[config.mk]
export PLATFORM = sky130hd
export DESIGN_NAME = cfgwr_rx
export DESIGN_NICKNAME = d
export VERILOG_FILES = /design/src/rtl/cfgwr_pkg.sv /design/src/rtl/cfgwr_linesync.sv /design/src/rtl/cfgwr_frame.sv /design/src/rtl/cfgwr_bank.sv /design/src/rtl/cfgwr_rx.sv
export SDC_FILE = /design/constraint.sdc
export NUM_CORES = 1
export LEC_CHECK = 0
export CAP_MARGIN = 30
export CORE_UTILIZATION = 53
export CTS_CLUSTER_SIZE = 25
export DETAILED_ROUTE_END_ITERATION = 8
export GPL_TIMING_DRIVEN = 1
export PLACE_DENSITY = 0.74
export SLEW_MARGIN = 20
export SYNTH_ARGS = -nofsm -noshare
export SYNTH_HDL_FRONTEND = slang
export SYNTH_SLANG_ARGS = --single-unit
[constraint.sdc]
create_clock -name clk -period 4.4 [get_ports clk]
set_clock_uncertainty 0.1 [all_clocks]
set_input_delay 0.88 -clock clk [delete_from_list [all_inputs] [get_ports clk]]
set_output_delay 0.88 -clock clk [all_outputs]
set_load 0.01 [all_outputs]
[src/rtl/cfgwr_pkg.sv]
package cfgwr_pkg;

    // Receive phase of the frame engine
    typedef enum logic [1:0] {
        PH_IDLE,
        PH_SHIFT,
        PH_ACK,
        PH_SKIP
    } rx_phase_e;

    // Bus events decoded from the synchronised lines
    typedef struct packed {
        logic start;
        logic stop;
        logic rise;
        logic fall;
        logic sda;
        logic scl;
    } bus_ev_t;

endpackage

[src/rtl/cfgwr_linesync.sv]
module cfgwr_linesync #(
    parameter int STAGES = 2
) (
    input  logic                clk,
    input  logic                rst_n,
    input  logic                scl_i,
    input  logic                sda_i,
    output cfgwr_pkg::bus_ev_t  ev_o
);
    typedef struct packed {
        logic [STAGES-1:0] scl_pipe;
        logic [STAGES-1:0] sda_pipe;
        logic              scl_prev;
        logic              sda_prev;
    } sync_st_t;

    sync_st_t q, d;
    logic scl_s, sda_s;

    assign scl_s = q.scl_pipe[STAGES-1];
    assign sda_s = q.sda_pipe[STAGES-1];

    always_comb begin
        d          = q;
        d.scl_pipe = {q.scl_pipe[STAGES-2:0], scl_i};
        d.sda_pipe = {q.sda_pipe[STAGES-2:0], sda_i};
        d.scl_prev = scl_s;
        d.sda_prev = sda_s;
    end

    always_ff @(posedge clk or negedge rst_n) begin
        if (!rst_n) begin
            q <= '{scl_pipe: '1, sda_pipe: '1, scl_prev: 1'b1, sda_prev: 1'b1};
        end else begin
            q <= d;
        end
    end

    always_comb begin
        ev_o.scl   = scl_s;
        ev_o.sda   = sda_s;
        ev_o.rise  = scl_s & ~q.scl_prev;
        ev_o.fall  = ~scl_s & q.scl_prev;
        ev_o.start = scl_s & q.scl_prev & q.sda_prev & ~sda_s;
        ev_o.stop  = scl_s & q.scl_prev & ~q.sda_prev & sda_s;
    end

endmodule

[src/rtl/cfgwr_frame.sv]
module cfgwr_frame #(
    parameter logic [6:0] DEV_ADDR    = 7'h69,
    parameter int         FRAME_BYTES = 10,
    parameter int         IDX_W       = 4
) (
    input  logic                clk,
    input  logic                rst_n,
    input  cfgwr_pkg::bus_ev_t  ev_i,
    output logic                sda_oe_o,
    output logic                stb_o,
    output logic [IDX_W-1:0]    idx_o,
    output logic [7:0]          byte_o,
    output logic                start_o,
    output logic                stop_o
);
    import cfgwr_pkg::*;

    localparam logic [7:0]       ADDR_BYTE = {DEV_ADDR, 1'b0};
    localparam logic [IDX_W-1:0] IDX_SAT   = IDX_W'(FRAME_BYTES);

    typedef struct packed {
        rx_phase_e        phase;
        logic [7:0]       sh;
        logic [3:0]       bits;
        logic [IDX_W-1:0] idx;
        logic             match;
        logic             oe;
        logic             stb;
        logic [IDX_W-1:0] sidx;
        logic [7:0]       sbyte;
        logic             start;
        logic             stop;
    } frame_st_t;

    frame_st_t q, d;

    always_comb begin
        d       = q;
        d.stb   = 1'b0;
        d.start = 1'b0;
        d.stop  = 1'b0;
        if (ev_i.start) begin
            d.phase = PH_SHIFT;
            d.bits  = '0;
            d.idx   = '0;
            d.match = 1'b0;
            d.oe    = 1'b0;
            d.start = 1'b1;
        end else if (ev_i.stop) begin
            d.phase = PH_IDLE;
            d.oe    = 1'b0;
            d.stop  = q.match;
        end else begin
            unique case (q.phase)
                PH_SHIFT: begin
                    if (ev_i.rise && q.bits < 4'd8) begin
                        d.sh   = {q.sh[6:0], ev_i.sda};
                        d.bits = q.bits + 4'd1;
                    end else if (ev_i.fall && q.bits == 4'd8) begin
                        d.bits = '0;
                        if (q.idx == '0) begin
                            if (q.sh == ADDR_BYTE) begin
                                d.match = 1'b1;
                                d.oe    = 1'b1;
                                d.phase = PH_ACK;
                            end else begin
                                d.phase = PH_SKIP;
                            end
                        end else begin
                            d.oe    = 1'b1;
                            d.phase = PH_ACK;
                            d.stb   = 1'b1;
                            d.sidx  = q.idx;
                            d.sbyte = q.sh;
                        end
                        if (q.idx != IDX_SAT) begin
                            d.idx = q.idx + 1'b1;
                        end
                    end
                end
                PH_ACK: begin
                    if (ev_i.fall) begin
                        d.oe    = 1'b0;
                        d.phase = PH_SHIFT;
                    end
                end
                default: ;
            endcase
        end
    end

    always_ff @(posedge clk or negedge rst_n) begin
        if (!rst_n) begin
            q <= '{phase: PH_IDLE, default: '0};
        end else begin
            q <= d;
        end
    end

    assign sda_oe_o = q.oe;
    assign stb_o    = q.stb;
    assign idx_o    = q.sidx;
    assign byte_o   = q.sbyte;
    assign start_o  = q.start;
    assign stop_o   = q.stop;

    AST_ACK_NEEDS_MATCH: assert property (@(posedge clk) disable iff (!rst_n)
        q.oe |-> q.match);
    AST_STB_NEEDS_MATCH: assert property (@(posedge clk) disable iff (!rst_n)
        q.stb |-> q.match);
    AST_ACK_RISES_SCL_LOW: assert property (@(posedge clk) disable iff (!rst_n)
        $rose(q.oe) |-> !ev_i.scl);
    AST_IDX_SATURATES: assert property (@(posedge clk) disable iff (!rst_n)
        q.idx <= IDX_SAT);

endmodule

[src/rtl/cfgwr_bank.sv]
module cfgwr_bank #(
    parameter int                       NUM_REGS    = 4,
    parameter int                       FIRST_IDX   = 6,
    parameter int                       LAST_IDX    = 9,
    parameter int                       IDX_W       = 4,
    parameter logic [NUM_REGS*8-1:0]    REG_DEFAULT = '0,
    parameter logic [NUM_REGS*8-1:0]    RSVD_MASK   = '0
) (
    input  logic                    clk,
    input  logic                    rst_n,
    input  logic                    stb_i,
    input  logic [IDX_W-1:0]        idx_i,
    input  logic [7:0]              byte_i,
    input  logic                    start_i,
    input  logic                    stop_i,
    output logic [NUM_REGS*8-1:0]   cfg_o
);
    localparam int W = NUM_REGS * 8;

    typedef struct packed {
        logic [W-1:0] shadow;
        logic [W-1:0] live;
        logic         full;
    } bank_st_t;

    bank_st_t q, d;
    logic [NUM_REGS-1:0] hit;

    for (genvar r = 0; r < NUM_REGS; r++) begin : g_hit
        assign hit[r] = stb_i && (idx_i == IDX_W'(FIRST_IDX + r));
    end

    always_comb begin
        d = q;
        if (start_i) begin
            d.full = 1'b0;
        end
        for (int r = 0; r < NUM_REGS; r++) begin
            if (hit[r]) begin
                d.shadow[r*8 +: 8] = byte_i;
            end
        end
        if (stb_i && idx_i == IDX_W'(LAST_IDX)) begin
            d.full = 1'b1;
        end
        if (stop_i && q.full) begin
            d.live = q.shadow & ~RSVD_MASK;
            d.full = 1'b0;
        end
    end

    always_ff @(posedge clk or negedge rst_n) begin
        if (!rst_n) begin
            q <= '{shadow: '0, live: REG_DEFAULT & ~RSVD_MASK, full: 1'b0};
        end else begin
            q <= d;
        end
    end

    assign cfg_o = q.live;

    AST_LIVE_CHANGES_AT_STOP: assert property (@(posedge clk) disable iff (!rst_n)
        !$stable(q.live) |-> $past(stop_i && q.full));
    AST_SHORT_FRAME_HOLDS: assert property (@(posedge clk) disable iff (!rst_n)
        (stop_i && !q.full) |=> $stable(q.live));

endmodule

[src/rtl/cfgwr_rx.sv]
module cfgwr_rx #(
    parameter int                       SYNC_STAGES = 2,
    parameter logic [6:0]               DEV_ADDR    = 7'h69,
    parameter int                       FRAME_BYTES = 10,
    parameter int                       NUM_REGS    = 4,
    parameter logic [NUM_REGS*8-1:0]    REG_DEFAULT = 32'h0F_0F_03_01,
    parameter logic [NUM_REGS*8-1:0]    RSVD_MASK   = 32'h80_00_00_08
) (
    input  logic                    clk,
    input  logic                    rst_n,
    input  logic                    scl_i,
    input  logic                    sda_i,
    output logic                    sda_drive_low_o,
    output logic [NUM_REGS*8-1:0]   cfg_o
);
    localparam int IDX_W     = $clog2(FRAME_BYTES + 1);
    localparam int LAST_IDX  = FRAME_BYTES - 1;
    localparam int FIRST_IDX = FRAME_BYTES - NUM_REGS;

    cfgwr_pkg::bus_ev_t ev;
    logic               stb, start_p, stop_p;
    logic [IDX_W-1:0]   idx;
    logic [7:0]         rx_byte;

    cfgwr_linesync #(.STAGES(SYNC_STAGES)) u_sync (
        .clk   (clk),
        .rst_n (rst_n),
        .scl_i (scl_i),
        .sda_i (sda_i),
        .ev_o  (ev)
    );

    cfgwr_frame #(
        .DEV_ADDR    (DEV_ADDR),
        .FRAME_BYTES (FRAME_BYTES),
        .IDX_W       (IDX_W)
    ) u_frame (
        .clk      (clk),
        .rst_n    (rst_n),
        .ev_i     (ev),
        .sda_oe_o (sda_drive_low_o),
        .stb_o    (stb),
        .idx_o    (idx),
        .byte_o   (rx_byte),
        .start_o  (start_p),
        .stop_o   (stop_p)
    );

    cfgwr_bank #(
        .NUM_REGS    (NUM_REGS),
        .FIRST_IDX   (FIRST_IDX),
        .LAST_IDX    (LAST_IDX),
        .IDX_W       (IDX_W),
        .REG_DEFAULT (REG_DEFAULT),
        .RSVD_MASK   (RSVD_MASK)
    ) u_bank (
        .clk     (clk),
        .rst_n   (rst_n),
        .stb_i   (stb),
        .idx_i   (idx),
        .byte_i  (rx_byte),
        .start_i (start_p),
        .stop_i  (stop_p),
        .cfg_o   (cfg_o)
    );

endmodule

* Yosys cells after proc, flatten, opt, wreduce, memory -nomap -nowiden
Index checks and enable logic that the tools add are counted.
** Cells by class
- Eq/ne operators :: 15
- Muxes and demuxes :: 31
- Bitwise operators :: 15
- $add $sub $neg :: 2
- Reductions and logical operators :: 23
- Order comparisons :: 1
** Operators with widths (number)
- 2-to-1 mux 13 bit :: 4
- 2-to-1 mux 23 bit :: 1
- 2-to-1 mux 19 bit :: 1
- 2-to-1 mux 9 bit :: 2
- equality test 4 bit, second input constant :: 3
- 2-to-1 mux 1 bit :: 12
- 2-to-1 mux 2 bit :: 6
- AND reduction 6 bit :: 2
- 2-to-1 mux 10 bit :: 1
- AND reduction 5 bit :: 2
- nonzero test 2 bit :: 5
- adder 4 x 1 -> 4 bit, second input constant :: 2
- equality test 4 x 3 -> 1 bit, second input constant :: 2
- equality test 8 bit, second input constant :: 1
- 2-to-1 mux 4 bit :: 2
- != test 4 x 3 -> 1 bit, second input constant :: 2
- != test 4 bit, second input constant :: 2
- inverter 1 bit :: 8
- AND reduction 4 bit :: 2
- AND 1 bit :: 7
- logical AND 1 bit :: 7
- nonzero test 3 bit :: 2
- != test 5 bit, second input constant :: 1
- zero test 4 bit :: 1
- 9 further kinds :: 9
** Storage, ports and cells
- Output and inout bits :: 33
- Word-level logic and storage cells :: 108
- Input port bits :: 4
- Register bits after elaboration :: 103

* Depth between registers and ports, before layout
Gate-level depths: netlist of run 1.
- Depth in word-level cells :: 8
- Gate-level depth with buffers :: 7
- Depth with buffers taken out :: 6

* By module
A second synthesis of run 1 with hierarchy kept.
** Second synthesis, totals
- Cells, all modules :: 324
- Area total of the unflattened synthesis :: 4470.5 um^2
** Modules (own cells, without submodules)
- cfgwr_bank :: times used 1, area each 2582.5 um^2, cells an instance 168
- cfgwr_frame :: times used 1, area each 1682.9 um^2, cells an instance 144
- cfgwr_linesync :: times used 1, area each 205.2 um^2, cells an instance 12

* Least setup slack after synthesis of run 1
Ideal clock, no wire load.
- Path kind :: reg2reg
- Start :: register u_frame.q[17] (netlist bit)
- End :: register u_frame.q, in the netlist u_frame.byte_o[0]
- Stages on the path, launching flop included :: 7
- Arrival time :: 1.591 ns
- Data required time :: 4.175 ns
- Slack :: 2.584 ns
- Period minus slack after synthesis :: 1.816 ns
- Library setup time :: 0.125 ns
- Cells stage by stage :: dfrtp_1 > inv_1 > ha_1 > nor3b_1 > nand3b_2 > buf_6 > mux2_4
** Between the ends
- Longest elaborated chain between the ends :: 3
** RTL lines
- start: declaration :: line cfgwr_frame.sv:35 : frame_st_t q, d;
- start signal: assignment :: line cfgwr_frame.sv:94 : q <= '{phase: PH_IDLE, default: '0};
- start signal: assignment :: line cfgwr_frame.sv:96 : q <= d;
- zero test 4 bit :: line cfgwr_frame.sv:61 : if (q.idx == '0) begin
- inverter 1 bit (no source line)
- AND reduction 6 bit (no source line)
No other way between the ends.
A chain may end at the register's enable or synchronous reset.

* Worst setup path after layout of run 1
- Start :: register u_bank.q, in the netlist u_bank.cfg_o[18]
- End :: output port cfg_o[18]
** RTL lines
- start: declaration :: line cfgwr_bank.sv:26 : bank_st_t q, d;
- start signal: assignment :: line cfgwr_bank.sv:54 : q <= '{shadow: '0, live: REG_DEFAULT & ~RSVD_MASK, full: 1'b0};
- end: declaration :: line cfgwr_rx.sv:14 : output logic [NUM_REGS*8-1:0] cfg_o
No word-level cell between the ends.

==> reports/metrics.sh, run 1 <==
RUN_STATUS='finished, final reports clean'
MAX-CLOCK-PATH-BUFFERS=2
TIMING.RR.START='u_frame.q[17]$_DFFE_PN0P_'
POST-ROUTE-DRC-COUNT=0
IRDROPWORSTVDD_uV=166.0
GRT_START_MAX_NET_PINS=52
FINAL_NETS=350
PORT_BUFFERS=34
CRITICAL_PATH.CELL_CHAIN='clkdlybuf4s50_1'
CTS-ROOT-BUF='clkbuf_8'
IOPINCOUNT=37
VIA_COUNT=2371
YOSYS_REGISTER_BITS=102
GP_ROUTABILITY_CONGESTION=0.7741
CRITICAL_PATH.STARTPOINT_TYPE='flop'
HTREE_LEVELS=3
REG2REG_TO='u_frame.byte_o[5]$_DFFE_PN0P_'
MIN_PATH_TYPE='reg2reg'
SETUP.WORST_PATH.END_CLASS='primary output'
PERIOD_MINUS_SLACK_PS=2416
GRT_PASS1_VIAS=2361
POST_CTS_BUFFERS=0
CLK_LATENCY_WORST_SKEW_PAIR_PS=370
FINALMAXSLEWVIOLATIONS=0
ROUTED_WL_PER_CELL_UM=15.92
CORE_AREA_MM2=0.007888
POWER_DENSITY_mW_PER_MM2=398.5
RR_WORST_DEPTH=5
SEQ_POWER_SHARE_PCT=53.9
MAX_CLOCK_FREQ_MHz=414.0
GLOBAL_ROUTE.USAGE.TOTAL_PCT=18.55
FP-ROW-COUNT=32
WORST_PATH_MAX_DELAY_CELL='dfstp_2'
FLOORPLAN.DIE.HEIGHT_UM=93.43
SLEW-LIMIT-HEADROOM_PCT=60.28
PATH_CLASS='reg2out'
LEAKAGE_nW=2.422
N_FILL_CELL=609
CRIT_ARRIVAL_PS=1440
R2R_SETUP_SLACK_PS=2330
SWITCHING_PART_OF_THE_TOTAL_POWER_PCT=25.18
SYN_AREA_MM2=0.004430
CRIT_BUF_INV=1
ROUTE.ANTENNA.REMAINING_NETS=0
YS_TYPES=47
CLOCK_SINKS=102
WHS_PATH_DEPTH=0
GRT_FIRST_PASS_WIRELENGTH_UM=12190
DIE_W_UM=93.43
SETUP_VIOL=0
PERIOD_UTILIZATION_PCT=54.90
DP.FINAL_HPWL_UM=4888
ANTENNA_VIOLATIONS_BEFORE_REPAIR=0
DIE_AREA_MM2=0.008729
SYN_INST=330
YOSYSSEQAREASHARE_PCT=58.09
FLOORPLAN.INITIALDENSITY_PCT=56.17
HP-START='u_sync.d[3]$_DFF_PN1_'
HOLD_VIOLATIONS=0
CRITPATHMAXFANOUT=2
POWER.SHARE.COMBINATIONAL_PCT=11.0
CTS_TREE='built'
GRT_SETUP_UNREPAIRED='false'
CLK_PIN_SLEW_WORST_PATHS_PS=100
FIRST_ITER_VIOLATIONS=102
VIASPERCELL=5.316
INTERNAL-POWER_mW=1.460
CLOCK_POWER_SHARE_PCT=35.0
YOSYS_WARNINGS=0
NUMCTSBUFFERS=9
DRIVE_GT1_SHARE_PCT=34.30
MAX_CAPACITANCE_VIOLATION_COUNT=0
ANTENNA_CELLS=0
DRT_PRE_ANTENNA_ITERS=4
TIMING.CRITICAL_PATH.REQUIRED_PS=3420
CRITPATHTOPFAMILY='flip-flops'
GRT-OVFL-TOTAL=0
SWITCHING_POWER_TOTAL_mW=0.4915
CTS_HOLD_REPAIR.BUFFERS=0
DRT_WL_TOTAL_UM=7101
CRIT_PATH_MAX_INCR_DELAY_PS=540
POST_SYNTH.CELL_AREA_AVG_UM2=13.43
AREA_GROWTH_PCT=10.56
LAYOUT.CORE_UTILIZATION_PCT=62.10
WORST_SLEW_PIN_SLEW_PS=591.4
CTS_RESIZED=0
MIN_DELAY_WORST_ENDPOINT='u_sync.ev_o[1]$_DFF_PN1_'
FIN_SETUP_TNS_PS=0
[cell usage after synthesis (all sizes together)]
master  count  area share [%]
o211a       1            0.23
or4         1            0.25
o211ai      1            0.17
nor4        2            0.62
a21oi       2            0.23
a21boi      1            0.17
nand3       9             1.0
xor2        2            0.40
buf        37             6.1
nand2      35             3.0
nor3        2            0.23
nand4b      3            0.59
dfrtp      85              48
a22o        1            0.20
or2         1            0.14
nand4       3            0.42
o41ai       1            0.20
and3        2            0.28
and3b       1            0.20
o22ai       1            0.14
or3         1            0.14
ha          7             2.0
a31oi       1            0.14
dfstp      17              10
mux2i       2            0.45
nor2        6            0.73
inv         9            0.76
nand3b      5             1.2
nor3b       1            0.17
nor2b       2            0.28
clkbuf      3            0.25
o21ai       4            0.45
mux2       73              19
conb        1           0.085
nand2b      4            0.73
a211oi      3            0.62
[kinds of logic (layout without fill, tap and decap cells)]
family / after synthesis / count (layout) / synth area share, %
muxes: 75 / 75 / 19.77
xor gates and xnor gates: 2 / 2 / 0.3954
adders and majority gates: 7 / 7 / 1.977
buffers and inverters: 49 / 62 / 7.145
and+or+nand+nor: 78 / 78 / 9.998
DFF: 102 / 102 / 58.09
AOI/OAI and AO/OA: 16 / 16 / 2.542
other: 1 / 2 / 0.08464
[per-layer routing]
layer / vias to the layer above / routed length (µm) / GRT usage, %
li1: 1121 / - / -
met1: 1194 / 3471 / 26.36
met2: 41 / 3277 / 27.70
met3: 15 / 204 / 3.577
met4: 0 / 148 / 8.333
met5: - / 0 / 0
[power groups by stage]
stage / clock network, mW / logic, mW / registers [mW]
floorplan: 0 / 0.165 / 1.05
global placement: 0 / 0.202 / 1.06
detailed placement: 0 / 0.214 / 1.07
CTS: 0.701 / 0.217 / 1.05
global route: 0.739 / 0.247 / 1.06
finish: 0.684 / 0.215 / 1.05
[final cells by class]
type                    count  area (µm²)  share of cell area (%)
flip-flops and latches    102        2574                   52.54
multi-input cells         180        1544                   31.52
repair buffers             37       380.4                   7.765
clock buffers              10       127.6                   2.605
well taps                 102       127.6                   2.605
clock inverters             6       111.4                   2.273
inverters                   9       33.78                  0.6897
[stage by stage]
stage	hold slack (ps)	setup WS, ps	std cells	area [µm²]	power, mW
6_report	262.9	1984	446	4898	1.952
5_1_grt	272.3	1938	446	4898	2.051
4_1_cts	261.2	1962	446	4898	1.970
3_5_place_dp	247.2	2317	430	4659	1.284
3_3_place_gp	245.6	2339	429	4632	1.266
2_1_floorplan	245.2	2584	331	4434	1.216
[cells in the final DEF (no fill, tap or decap), types with 7 or more instances in the layout]
master,count
dfrtp_1,85
mux2_4,9
nand2_1,35
clkbuf_8,9
clkdlybuf4s50_1,33
mux2_2,64
ha_1,7
inv_1,9
nand3_1,9
dfstp_2,17
[registers in the layout, summed over array words and instances (netlist names)]
signal            count
u_frame.q            19
u_frame.byte_o        8
u_sync.q              2
u_bank.q             31
u_frame.sda_oe_o      1
u_frame.stb_o         1
u_sync.ev_o           2
u_bank.cfg_o         30
u_frame.start_o       1
u_frame.stop_o        1
u_sync.d              2
u_frame.idx_o         4
[worst max-delay path by stage]
stage	from	to	slack, ps	cells after the start
2_1_floorplan	u_frame.q[17]$_DFFE_PN0P_	u_frame.byte_o[0]$_DFFE_PN0P_	2580	6
5_1_grt	u_bank.cfg_o[24]$_DFFE_PN1P_	cfg_o[24]	1940	1
3_3_place_gp	rst_n	u_frame.q[31]$_DFFE_PN0N_	2340	2
3_5_place_dp	u_frame.q[17]$_DFFE_PN0P_	u_frame.byte_o[5]$_DFFE_PN0P_	2320	5
4_1_cts	u_bank.cfg_o[18]$_DFFE_PN1P_	cfg_o[18]	1960	1
6_report	u_bank.cfg_o[18]$_DFFE_PN1P_	cfg_o[18]	1980	1
Power figures use the tool's default switching activity.
==> inputs of run 2 (changes only) <==
--- a/config.mk
+++ b/config.mk
@@ -6,11 +6,11 @@
 export NUM_CORES = 1
 export LEC_CHECK = 0
 export CAP_MARGIN = 30
-export CORE_UTILIZATION = 53
+export CORE_UTILIZATION = 52
 export CTS_CLUSTER_SIZE = 25
 export DETAILED_ROUTE_END_ITERATION = 8
 export GPL_TIMING_DRIVEN = 1
-export PLACE_DENSITY = 0.74
+export PLACE_DENSITY = 0.76
 export SLEW_MARGIN = 20
 export SYNTH_ARGS = -nofsm -noshare
 export SYNTH_HDL_FRONTEND = slang
==> constraint.sdc (replaced) <==
create_clock -name clk -period 2.1 [get_ports clk]
set_clock_uncertainty 0.1 [all_clocks]
set_input_delay 0.42 -clock clk [delete_from_list [all_inputs] [get_ports clk]]
set_output_delay 0.42 -clock clk [all_outputs]
set_load 0.01 [all_outputs]
==> run 2 against run 1 <==
Against the previous run: wire length decreased by 3.1%; die area increased by 1.9%; worst hold slack barely moved; sequential share of layout area down 0.29 points; critical path type unchanged.
==> reports/metrics.sh, run 2 (same netlist as run 1, synthesis figures left out) <==
LARGEST-REGISTER='u_bank.q'
LEAKAGE_nW=2.439
FIRST_ITER_VIOLATIONS=76
WIRELENGTH_MET1_UM=3429
GRT_SETUP_UNREPAIRED='false'
FLOORPLAN.INITIALDENSITY_PCT=53.92
MULTIINPUTGATEAREA_MM2=0.001544
DETAILROUTE.WIRELENGTH.MET2_UM=3234
CLOCK_SINKS=102
FIN_SETUP_TNS_PS=0
MAX_CLOCK_FREQ_MHz=509.7
HP-START='u_sync.d[5]$_DFF_PN1_'
CRIT_PATH_MAX_INCR_DELAY_PS=540
NUMCTSBUFFERS=9
PORT_BUFFERS=34
LAYOUT.CORE_UTILIZATION_PCT=59.95
AREA_GROWTH_PCT=11.18
N_FILL_CELL=654
CLK_PIN_SLEW_WORST_PATHS_PS=110
DRT_WL_TOTAL_UM=6881
POST_CTS_BUFFERS=0
SETUP.WORST_PATH.END_CLASS='primary output'
WORST_PATH_MAX_DELAY_CELL='dfstp_2'
POSTLAYOUTCELLAREA_MM2=0.004926
CP-STARTPOINT='u_bank.cfg_o[8]$_DFFE_PN1P_'
IOPINCOUNT=37
SETUP_VIOL=0
CRITPATHTOPFAMILY='flip-flops'
SLEW-LIMIT-HEADROOM_PCT=61.44
GRT_START_MAX_NET_PINS=37
PERIOD_MINUS_SLACK_PS=1962
HTREE_LEVELS=3
DIE_W_UM=94.31
CORE_AREA_MM2=0.008217
MET3ROUTEDLENGTH_UM=147
FLOORPLAN.DIE.HEIGHT_UM=94.31
POWER_DENSITY_mW_PER_MM2=824.5
MAX_CAPACITANCE_VIOLATION_COUNT=0
ANTENNA_VIOLATIONS_BEFORE_REPAIR=0
VIASPERCELL=5.260
PLACED_CELL_AREA_MM2=0.004678
FINAL_NETS=354
CRITICAL_PATH.STARTPOINT_TYPE='flop'
ANTENNA_CELLS=0
SETUP_WS_PS=137.9
PRE_CTS_WORST_SETUP_SLACK_PS=211.9
POST-ROUTE-DRC-COUNT=0
WHS_PS=262.7
DP.FINAL_HPWL_UM=4823
CTS-ROOT-BUF='clkbuf_8'
WORST_SLEW_PIN_SLEW_PS=574.1
CTS_TREE='built'
MOST-COMMON-LAYOUT-CELLS='dfrtp_1 (85), mux2_2 (64), nand2_1 (35), clkdlybuf4s50_1 (33), dfstp_2 (17)'
DRIVE_GT1_SHARE_PCT=35.06
CRIT_ARRIVAL_PS=1440
MIN_PATH_TYPE='reg2reg'
GRT_PASS1_VIAS=2396
CRITPATHMAXFANOUT=2
CTS_RESIZED=0
CRIT_BUF_INV=1
MAXUSEDROUTINGLAYER='met4'
ROUTE.ANTENNA.REMAINING_NETS=0
FINALMAXSLEWVIOLATIONS=0
PERIOD_UTILIZATION_PCT=93.43
DRT_PRE_ANTENNA_ITERS=4
ROUTED_WL_PER_CELL_UM=15.19
GLOBAL_ROUTE.USAGE.TOTAL_PCT=17.78
CRITICAL_PATH.CELL_CHAIN='clkdlybuf4s50_1'
CLK_LATENCY_WORST_SKEW_PAIR_PS=360
IRDROPWORSTVDD_uV=539.9
LARGEST_REG_FLOPS=31
FP-ROW-COUNT=33
DIE_AREA_MM2=0.008893
FINAL_COMMON_CELL='dfrtp_1'
GP_ROUTABILITY_CONGESTION=0.9024
RUN_STATUS='finished, final reports clean'
REGISTER_AREA_MM2=0.002574
HOLD_VIOLATIONS=0
VIA_COUNT=2383
TIMING.CRITICAL_PATH.REQUIRED_PS=1580
PATH_CLASS='reg2out'
GRT_FIRST_PASS_WIRELENGTH_UM=12010
TIMING.RR.START='u_frame.q[17]$_DFFE_PN0P_'
GRT-OVFL-TOTAL=0
MAX-CLOCK-PATH-BUFFERS=2
-- run 2: power by group --
group | switching, mW | internal, mW | total, mW | leakage [nW]
Clock | 0.711 | 0.703 | 1.41 | 0.120
Combinational | 0.253 | 0.191 | 0.443 | 0.969
Sequential | 0.125 | 2.08 | 2.20 | 1.35
Total | 1.09 | 2.97 | 4.06 | 2.44
-- run 2: cell type report --
type | instances | area share [%]
Clock inverter | 7 | 2.311
Sequential cell | 102 | 52.25
Clock buffer | 9 | 2.515
Tap cell | 105 | 2.667
Inverter | 9 | 0.6858
Multi-Input combinational cell | 180 | 31.34
Timing Repair Buffer | 41 | 8.230
-- run 2: layer usage --
layer  track usage [%]  vias to the layer above
met5                 0                        -
met4             5.513                        0
met3             3.883                        6
met2             26.87                       28
met1             25.69                     1216
li1                  -                     1133
-- run 2: final timing paths --
kind                            slack, ps                            to  depth (start not counted)
worst min-delay path                  260      u_sync.ev_o[0]$_DFF_PN1_                          0
worst max-delay path                  140                      cfg_o[8]                          1
max in group asynchronous             870      u_sync.ev_o[1]$_DFF_PN1_                          3
worst max register to register        190  u_frame.idx_o[3]$_DFFE_PN0P_                          6
worst min register to register        260      u_sync.ev_o[0]$_DFF_PN1_                          0
min in group asynchronous             400  u_bank.cfg_o[13]$_DFFE_PN0P_                          2
-- run 2: timing repair --
| item | in CTS | in global routing |
|---|---|---|
| hold endpoints to repair | 16 | 0 |
| setup endpoints to repair | 0 | 0 |
| hold buffers | 1 | 0 |
-- run 2: stage by stage --
| stage | cells | power (mW) |
|---|---|---|
| finish | 453 | 4.061 |
| global route | 453 | 4.262 |
| CTS | 453 | 4.109 |
| detailed placement | 436 | 2.686 |
| global placement | 436 | 2.657 |
| floorplan | 331 | 2.547 |
